`config.mk`:
```
export PLATFORM = sky130hd
export DESIGN_NAME = interval_tmr
export DESIGN_NICKNAME = d
export VERILOG_FILES = /design/src/rtl/tmr_pkg.sv /design/src/rtl/tmr_regs.sv /design/src/rtl/tmr_prescaler.sv /design/src/rtl/tmr_counter.sv /design/src/rtl/interval_tmr.sv
export SDC_FILE = /design/constraint.sdc
export NUM_CORES = 1
export LEC_CHECK = 0
export BUFFER_PORTS_ARGS = -buffer_cell sky130_fd_sc_hd__buf_2
export CAP_MARGIN = 20
export CORE_ASPECT_RATIO = 0.8
export CORE_UTILIZATION = 30
export CTS_CLUSTER_SIZE = 24
export DETAILED_ROUTE_END_ITERATION = 8
export HOLD_SLACK_MARGIN = 0.08
export PLACE_DENSITY = 0.55
export SYNTH_ARGS = -nofsm -noshare
export SYNTH_HDL_FRONTEND = slang
export SYNTH_SLANG_ARGS = --single-unit
```
`constraint.sdc`:
```
create_clock -name clk_i -period 2.08 [get_ports clk_i]
set_input_delay 0.208 -clock clk_i [delete_from_list [all_inputs] [get_ports clk_i]]
set_output_delay 0.208 -clock clk_i [all_outputs]
set_load 0.02 [all_outputs]
```
`src/rtl/tmr_pkg.sv`:
```
package tmr_pkg;
  typedef enum logic [1:0] {
    REG_CTRL   = 2'd0,
    REG_SCALE  = 2'd1,
    REG_PERIOD = 2'd2,
    REG_COUNT  = 2'd3
  } tmr_reg_e;
  localparam int unsigned CTRL_EN_BIT = 0;
endpackage

```
`src/rtl/tmr_regs.sv`:
```
module tmr_regs
  import tmr_pkg::*;
#(
  parameter int unsigned CNT_W = 16,
  parameter int unsigned SCL_W = 8
) (
  input  logic             clk_i,
  input  logic             rst_ni,
  input  logic             wr_en_i,
  input  logic [1:0]       addr_i,
  input  logic [CNT_W-1:0] wr_data_i,
  output logic             en_o,
  output logic [SCL_W-1:0] scale_o,
  output logic [CNT_W-1:0] period_o,
  output logic             scale_wr_o,
  output logic             count_wr_o,
  output logic [CNT_W-1:0] count_wdata_o
);
  logic             en_q;
  logic [SCL_W-1:0] scale_q;
  logic [CNT_W-1:0] period_q;
  tmr_reg_e         sel;

  assign sel = tmr_reg_e'(addr_i);

  always_ff @(posedge clk_i or negedge rst_ni) begin
    if (!rst_ni) begin
      en_q     <= 1'b0;
      scale_q  <= '0;
      period_q <= '0;
    end else if (wr_en_i) begin
      case (sel)
        REG_CTRL:   en_q     <= wr_data_i[CTRL_EN_BIT];
        REG_SCALE:  scale_q  <= wr_data_i[SCL_W-1:0];
        REG_PERIOD: period_q <= wr_data_i;
        default:    ;
      endcase
    end
  end

  assign en_o          = en_q;
  assign scale_o       = scale_q;
  assign period_o      = period_q;
  assign scale_wr_o    = wr_en_i && (sel == REG_SCALE);
  assign count_wr_o    = wr_en_i && (sel == REG_COUNT);
  assign count_wdata_o = wr_data_i;

  p_period_wr_r2: assert property (@(posedge clk_i) disable iff (!rst_ni)
    (wr_en_i && sel == REG_PERIOD) |=> period_q == $past(wr_data_i));
endmodule

```
`src/rtl/tmr_prescaler.sv`:
```
module tmr_prescaler #(
  parameter int unsigned SCL_W = 8
) (
  input  logic             clk_i,
  input  logic             rst_ni,
  input  logic             en_i,
  input  logic [SCL_W-1:0] scale_i,
  input  logic             clr_i,
  output logic             tick_o
);
  logic [SCL_W-1:0] div_q;

  // a scale write suppresses the step of its own cycle
  assign tick_o = en_i && !clr_i && (div_q == scale_i);

  always_ff @(posedge clk_i or negedge rst_ni) begin
    if (!rst_ni)     div_q <= '0;
    else if (clr_i)  div_q <= '0;
    else if (en_i)   div_q <= tick_o ? '0 : div_q + 1'b1;
  end

  p_div_bound_r3: assert property (@(posedge clk_i) disable iff (!rst_ni)
    div_q <= scale_i);
  p_scale_clr_r8: assert property (@(posedge clk_i) disable iff (!rst_ni)
    clr_i |=> div_q == '0);
  p_div_hold_r9: assert property (@(posedge clk_i) disable iff (!rst_ni)
    (!en_i && !clr_i) |=> $stable(div_q));
endmodule

```
`src/rtl/tmr_counter.sv`:
```
module tmr_counter #(
  parameter int unsigned CNT_W = 16
) (
  input  logic             clk_i,
  input  logic             rst_ni,
  input  logic             tick_i,
  input  logic             load_i,
  input  logic [CNT_W-1:0] load_val_i,
  input  logic [CNT_W-1:0] period_i,
  output logic [CNT_W-1:0] count_o,
  output logic             irq_o
);
  logic [CNT_W-1:0] count_q;
  logic             irq_q;
  logic             at_zero;

  assign at_zero = (count_q == '0);

  always_ff @(posedge clk_i or negedge rst_ni) begin
    if (!rst_ni) begin
      count_q <= '0;
      irq_q   <= 1'b0;
    end else begin
      irq_q <= tick_i && at_zero && !load_i;
      if (load_i)       count_q <= load_val_i;
      else if (tick_i)  count_q <= at_zero ? period_i : count_q - 1'b1;
    end
  end

  assign count_o = count_q;
  assign irq_o   = irq_q;

  p_write_wins_r7: assert property (@(posedge clk_i) disable iff (!rst_ni)
    load_i |=> (count_q == $past(load_val_i)) && !irq_q);
  p_step_r4: assert property (@(posedge clk_i) disable iff (!rst_ni)
    (tick_i && !load_i && count_q != '0) |=> count_q == $past(count_q) - 1'b1);
  p_reload_r5: assert property (@(posedge clk_i) disable iff (!rst_ni)
    (tick_i && !load_i && count_q == '0) |=> count_q == $past(period_i));
  p_irq_src_r6: assert property (@(posedge clk_i) disable iff (!rst_ni)
    irq_q |-> $past(count_q) == '0);
endmodule

```
`src/rtl/interval_tmr.sv`:
```
module interval_tmr
  import tmr_pkg::*;
#(
  parameter int unsigned CNT_W = 16,
  parameter int unsigned SCL_W = 8
) (
  input  logic             clk_i,
  input  logic             rst_ni,
  input  logic             wr_en_i,
  input  logic [1:0]       addr_i,
  input  logic [CNT_W-1:0] wr_data_i,
  output logic [CNT_W-1:0] count_o,
  output logic             irq_o
);
  logic             en;
  logic [SCL_W-1:0] scale;
  logic [CNT_W-1:0] period;
  logic             scale_wr;
  logic             count_wr;
  logic [CNT_W-1:0] count_wdata;
  logic             tick;

  tmr_regs #(.CNT_W(CNT_W), .SCL_W(SCL_W)) u_regs (
    .clk_i, .rst_ni, .wr_en_i, .addr_i, .wr_data_i,
    .en_o(en), .scale_o(scale), .period_o(period),
    .scale_wr_o(scale_wr), .count_wr_o(count_wr), .count_wdata_o(count_wdata)
  );

  tmr_prescaler #(.SCL_W(SCL_W)) u_presc (
    .clk_i, .rst_ni, .en_i(en), .scale_i(scale), .clr_i(scale_wr), .tick_o(tick)
  );

  tmr_counter #(.CNT_W(CNT_W)) u_cnt (
    .clk_i, .rst_ni, .tick_i(tick), .load_i(count_wr), .load_val_i(count_wdata),
    .period_i(period), .count_o, .irq_o
  );

  p_freeze_r9: assert property (@(posedge clk_i) disable iff (!rst_ni)
    (!en && !count_wr) |=> $stable(count_o) && !irq_o);
  p_reset_r1: assert property (@(posedge clk_i)
    !rst_ni |-> (count_o == '0) && !irq_o);
endmodule

```
==> Word level (Yosys, flattened, before mapping) <==
Cells that the tools add are included.
{ "classes": {"eq_ne": 4, "n_addsub": 2, "muxes": 6, "n_reduce_logical": 15} }
{ "ops": {"columns": ["operator", "n"], "rows": [
  ["$mux 16", 3],
  ["$mux 8", 3],
  ["$logic_not 16->1", 1],
  ["$sub 16x1->16 const B", 1],
  ["$add 8x1->8 const B", 1],
  ["$eq 8x8->1", 1],
  ["$logic_and 1x1->1", 6],
  ["$reduce_and 2->1", 3],
  ["$eq 2x2->1 const B", 2],
  ["$reduce_bool 2->1", 2],
  ["$eq 2x1->1 const B", 1],
  ["$logic_not 1->1", 2],
  ["$logic_not 2->1", 1]
]} }
{ "word_totals": {"output_inout_bits": 17, "input_bits": 21, "elab_cells": 33, "register_bits": 50} }

==> Logic depth before layout (Yosys ltp) <==
{ "depth": {"ltp_word": 8, "mapped_depth": 8, "mapped_depth_nobuf": 7} }

==> Hierarchy <==
From an unflattened synthesis, not the netlist that was laid out.
{ "unflattened": {"hier_cells": 286, "area_unflattened_um2": 2951.6} }
{ "modules_own_cells": {"columns": ["module", "area_per_inst_um2", "seq_area_each_um2", "instances", "cells_each"], "rows": [
  ["tmr_counter", 1308.8, 425.4, 1, 158],
  ["tmr_regs", 1124.8, 625.6, 1, 72],
  ["tmr_prescaler", 518.0, 200.2, 1, 56]
]} }

==> Least setup slack after synthesis <==
OpenSTA, ideal clock, no wires.
{ "synth_path": {"path_kind": "reg2reg", "start": "reg u_cnt.count_q[0] (netlist: u_cnt.count_o[0])", "end": "reg u_cnt.count_q[4] (netlist: u_cnt.count_o[4])", "slack_ns": 0.108, "synth_period_minus_slack_ns": 1.972, "path_stages_with_launch": 8, "arrival_time_ns": 1.846, "required_ns": 1.954, "path_cell_list": "dfrtp_1 inv_1 ha_1 or3b_2 xnor2_1 mux2i_1 nor2_1 a221o_1"} }
{ "synth_via": {"elab_chain_len": 4, "word_cells_on_any_way": 5} }
{ "synth_rtl": {"columns": ["item", "line_no", "source"], "rows": [
  ["start, declared", "tmr_counter.sv:13", "logic [CNT_W-1:0] count_q;"],
  ["start signal, assigned", "tmr_counter.sv:25", "if (load_i) count_q <= load_val_i;"],
  ["start signal, assigned", "tmr_counter.sv:26", "else if (tick_i) count_q <= at_zero ? period_i : count_q - 1'b1;"],
  ["$sub 16x1->16 / $logic_not 16->1 (equally long branches)", "tmr_counter.sv:26, tmr_counter.sv:17", null],
  ["$mux 16 * (2 in series)", "tmr_counter.sv:26", null],
  ["$mux 16 *", "tmr_counter.sv:25", null]
]} }
Every way passes the cells marked *; elsewhere a longest branch is shown, timed or not. The select of a mux whose other input is x is not followed.
A chain may end at the register's enable or synchronous reset.

==> Worst setup path in the final report <==
Ends and elaborated chain as after synthesis.

==> impl_metrics.prom <==
# TYPE chip_impl_metric gauge
chip_impl_info{name="run_status",value="completed"} 1
chip_impl_metric{name="routed_wire_length_per_instance",unit="um"} 15.24
chip_impl_metric{name="worstPathArrival",unit="ns"} 2.08
chip_impl_metric{name="timing.reg2reg.worst_path_depth",unit=""} 7
chip_impl_metric{name="leakagePower",unit="nW"} 1.527
chip_impl_metric{name="cp_data_required_time",unit="ns"} 2.25
chip_impl_metric{name="drcViolationCount",unit=""} 0
chip_impl_metric{name="cellPowerDensity",unit="nW/um^2"} 966.6
chip_impl_metric{name="drt_first_pass_iters",unit=""} 4
chip_impl_metric{name="floorplan.io_pins",unit=""} 38
chip_impl_metric{name="cts_buffer_depth",unit=""} 2
chip_impl_metric{name="floorplan.initialDensity",unit=""} 0.3148
chip_impl_metric{name="area_delta_synth_final",unit="%"} 19.94
chip_impl_metric{name="place.detailed.instances",unit=""} 400
chip_impl_metric{name="synth_edf_count",unit=""} 0
chip_impl_metric{name="grt.overflow.total",unit=""} 0
chip_impl_metric{name="period_share",unit=""} 0.9220
chip_impl_metric{name="yosys_warnings",unit=""} 0
chip_impl_metric{name="port_buf_inserts",unit=""} 37
chip_impl_metric{name="fin_setup_tns",unit="ns"} 0
chip_impl_metric{name="worst_ir_drop_vdd",unit="mV"} 0.3768
chip_impl_metric{name="ctsHtreeMaxLevel",unit=""} 2
chip_impl_metric{name="synth_area_per_cell",unit="sq um"} 11.09
chip_impl_info{name="start_kind",value="flip-flop"} 1
chip_impl_info{name="critPathTopFamily",value="simple AND/OR/NAND/NOR gates"} 1
chip_impl_metric{name="tritoncts_num_sinks",unit=""} 50
chip_impl_metric{name="timing.critical_path.buf_inv",unit=""} 1
chip_impl_metric{name="min_delay_path_depth",unit=""} 3
chip_impl_metric{name="critical_path_cell_count",unit=""} 7
chip_impl_metric{name="postRouteWirelength",unit="mm"} 6.234
chip_impl_metric{name="filler_cell_count",unit=""} 897
chip_impl_info{name="most-common-layout-cells",value="sky130_fd_sc_hd__dfrtp_1 (50), sky130_fd_sc_hd__buf_2 (37), sky130_fd_sc_hd__mux2_2 (26), sky130_fd_sc_hd__nand2_1 (18)"} 1
chip_impl_info{name="most_frequent_standard_cell_in_the_layout_excluding_fill_and_tap_cells",value="sky130_fd_sc_hd__dfrtp_1"} 1
chip_impl_metric{name="critical-path-max-stage-delay",unit="ns"} 0.53
chip_impl_metric{name="final_worst_clock_skew",unit="ns"} 0.003427
chip_impl_metric{name="synth.yosys.seq_area_share",unit=""} 0.4604
chip_impl_metric{name="postSynth.asyncResetShare",unit=""} 1.000
chip_impl_metric{name="groute.usage.overall",unit=""} 0.1398
chip_impl_metric{name="floorplan.die.height",unit="um"} 87.13
chip_impl_metric{name="diodes",unit=""} 0
chip_impl_info{name="dominantRegCellSynth",value="sky130_fd_sc_hd__dfrtp_1"} 1
chip_impl_metric{name="design.final.nets",unit=""} 320
chip_impl_info{name="critical_path.cell_chain",value="inv_1 -> ha_1 -> or3b_2 -> xnor2_1 -> mux2i_1 -> nor2_1 -> a221o_1"} 1
chip_impl_metric{name="max_slew.worst_pin.slew",unit="ns"} 0.8662
chip_impl_metric{name="slew_headroom",unit=""} 0.4225
chip_impl_metric{name="final-hold-violation-count",unit=""} 0
chip_impl_info{name="cts_tree",value="done"} 1
chip_impl_metric{name="grt_pass1_wl",unit="mm"} 10.24
chip_impl_metric{name="netlist_area",unit="sq um"} 2718
chip_impl_metric{name="shortest_period_the_worst_path_allows",unit="ns"} 1.918
chip_impl_metric{name="ys_seq_elements",unit=""} 50
chip_impl_metric{name="synth_cells",unit=""} 245
chip_impl_metric{name="cts-buffers-inserted",unit=""} 5
chip_impl_metric{name="synth.net_count",unit=""} 269
chip_impl_info{name="clk_root_buffer_cell",value="sky130_fd_sc_hd__clkbuf_16"} 1
chip_impl_info{name="worst_path_max_delay_cell",value="sky130_fd_sc_hd__or3b_2"} 1
chip_impl_metric{name="detail_route.iter0.violations",unit=""} 69
chip_impl_metric{name="max_freq",unit="MHz"} 521.5
chip_impl_metric{name="post_layout_nonfiller_instances",unit=""} 409
chip_impl_metric{name="path_max_fanout",unit=""} 3
chip_impl_info{name="worst_setup_path_end_kind",value="flip-flop"} 1
chip_impl_metric{name="clock_latency",unit="ns"} 0.28
chip_impl_metric{name="detail_route.vias_per_cell",unit=""} 5.073
chip_impl_metric{name="grt_pass1_vias",unit=""} 1989
chip_impl_metric{name="setup_violations",unit=""} 0
chip_impl_info{name="worstHoldPathType",value="primary input to flip-flop"} 1
chip_impl_info{name="grt_setup_unrepaired",value="no"} 1
chip_impl_metric{name="vias",unit=""} 2075
chip_impl_metric{name="rows",unit=""} 30
chip_impl_metric{name="routabilityCongestion",unit=""} 0.7446
chip_impl_metric{name="worst-r2r-setup-slack",unit="ns"} 0.16
chip_impl_metric{name="die_x",unit="um"} 108.4
chip_impl_metric{name="initial_antenna_violation_count",unit=""} 0
chip_impl_metric{name="grt_start_max_net_pins",unit=""} 51
chip_impl_metric{name="finalMaxSlewViolations",unit=""} 0
chip_impl_metric{name="drv.max_cap_violation_count",unit=""} 0
chip_impl_metric{name="post-dp-hpwl",unit="mm"} 4.530
chip_impl_metric{name="cts.clk_slew.worst_paths",unit="ns"} 0.07
chip_impl_metric{name="design.die.area",unit="sq um"} 9446
chip_impl_metric{name="synth.lib_cells_used.distinct",unit=""} 39
chip_impl_metric{name="drive_above_1_share",unit=""} 0.3300
chip_impl_info{name="criticalPathCategory",value="flip-flop to flip-flop"} 1
chip_impl_metric{name="design.core.area",unit="sq um"} 8633
chip_impl_metric{name="antenna_violating_nets_post_route",unit=""} 0
[sequential cells by signal, indices dropped and copies added, names as in the netlist]
name             cells
u_cnt.count_o       16
u_regs.period_o     16
u_presc.div_q        8
u_regs.scale_o       8
u_cnt.irq_o          1
u_regs.en_o          1
[report_power, final]
group	internal, mW	switching [mW]
registers	1.17	0.212
clock network	0.478	0.342
logic	0.446	0.498
[path summary, 6_finish.rpt]
kind                                                 from                             end
max                          u_cnt.count_o[0]$_DFFE_PN0P_    u_cnt.count_o[4]$_DFFE_PN0P_
min                                         wr_data_i[14]   u_cnt.count_o[14]$_DFFE_PN0P_
max reg2reg                  u_cnt.count_o[0]$_DFFE_PN0P_    u_cnt.count_o[4]$_DFFE_PN0P_
min reg2reg                u_regs.period_o[0]$_DFFE_PN0P_  u_regs.period_o[0]$_DFFE_PN0P_
max in group asynchronous                          rst_ni   u_regs.scale_o[3]$_DFFE_PN0N_
min in group asynchronous                          rst_ni           u_cnt.irq_o$_DFF_PN0_
[stage by stage]
| stage | worst slack [ns] | hold WS, ns | utilization | cell area, sq um | total power, mW |
|---|---|---|---|---|---|
| after floorplan | 0.1076 | -0.08759 | - | 2718 | 2.014 |
| after global placement | 0.1485 | 0.3668 | 0.3588 | 3098 | 2.333 |
| after detailed placement | 0.1547 | 0.3654 | 0.3588 | 3098 | 2.345 |
| after CTS | 0.1339 | 0.1496 | 0.3771 | 3256 | 3.179 |
| after global routing | 0.01459 | 0.1519 | 0.3775 | 3259 | 3.340 |
| final | 0.1623 | 0.1528 | 0.3775 | 3259 | 3.151 |
[cells in the mapped netlist, types with 2 or more instances]
master | instances | area (sq um)
sky130_fd_sc_hd__mux2_2 | 26 | 292.8
sky130_fd_sc_hd__nand2b_1 | 5 | 31.28
sky130_fd_sc_hd__nor2_1 | 16 | 60.06
sky130_fd_sc_hd__nand3_1 | 15 | 75.07
sky130_fd_sc_hd__nor4_1 | 2 | 12.51
sky130_fd_sc_hd__buf_6 | 4 | 45.04
sky130_fd_sc_hd__ha_1 | 3 | 37.54
sky130_fd_sc_hd__xor2_1 | 15 | 131.4
sky130_fd_sc_hd__o221ai_1 | 5 | 43.79
sky130_fd_sc_hd__nor4_2 | 4 | 50.05
sky130_fd_sc_hd__a221o_1 | 4 | 40.04
sky130_fd_sc_hd__or4_4 | 2 | 22.52
sky130_fd_sc_hd__dfrtp_1 | 50 | 1251
sky130_fd_sc_hd__a22o_1 | 3 | 26.28
sky130_fd_sc_hd__clkbuf_1 | 6 | 22.52
sky130_fd_sc_hd__nor3_1 | 3 | 15.01
sky130_fd_sc_hd__a211o_1 | 7 | 61.31
sky130_fd_sc_hd__nand2_1 | 18 | 67.56
sky130_fd_sc_hd__inv_1 | 6 | 22.52
sky130_fd_sc_hd__a21oi_1 | 5 | 25.02
sky130_fd_sc_hd__mux2i_1 | 7 | 70.07
sky130_fd_sc_hd__a31oi_1 | 4 | 25.02
sky130_fd_sc_hd__and3_1 | 6 | 37.54
sky130_fd_sc_hd__nand4_1 | 5 | 31.28
sky130_fd_sc_hd__nand3b_1 | 2 | 15.01
sky130_fd_sc_hd__nor3b_1 | 2 | 15.01
sky130_fd_sc_hd__xnor2_1 | 8 | 70.07
[cell families (layout without fill, tap and decap cells)]
| logic type | count (synthesis) | after routing | share of synthesized area |
|---|---|---|---|
| AND/OR/NAND/NOR | 88 | 88 | 0.1943 |
| AO/OA/AOI/OAI | 31 | 31 | 0.08886 |
| adder cells (fa/ha/maj) | 3 | 3 | 0.01381 |
| flip-flops | 50 | 50 | 0.4604 |
| XOR/XNOR | 23 | 23 | 0.07413 |
| buffers and inverters | 17 | 69 | 0.03499 |
| multiplexers | 33 | 33 | 0.1335 |
[layout make-up]
class,count,area (sq um),share of cell area
timing repair buffer,55,326.6,0.1002
tap,112,140.1,0.04299
sequential,50,1251,0.3839
multi-input combinational,178,1371,0.4207
inverter,6,22.52,0.006910
clock inverter,1,5.005,0.001536
clock buffer,7,142.6,0.04376
[worst min-delay path, stage by stage]
cell                      delay, ns
sky130_fd_sc_hd__buf_2         0.08
sky130_fd_sc_hd__nand2_1       0.04
sky130_fd_sc_hd__nand3_1       0.07
[per-layer routing]
metal | share of wire | track usage | routed length [um]
met1 | 0.51 | 0.2086 | 3196
met2 | 0.45 | 0.2129 | 2788
met3 | 0.036 | 0.02094 | 225
met4 | 0.0038 | 0.02948 | 24
met5 | 0 | 0 | 0
[repair_timing]
| item | in CTS | in global routing |
|---|---|---|
| endpoints found under the hold margin | 50 | 0 |
| hold buffers | 1 | 0 |
| buffers inserted | 0 | 0 |
| resized for setup | 0 | 1 |
| setup endpoints to repair | 0 | 3 |
Note: power is estimated with default switching activity, not from simulation.
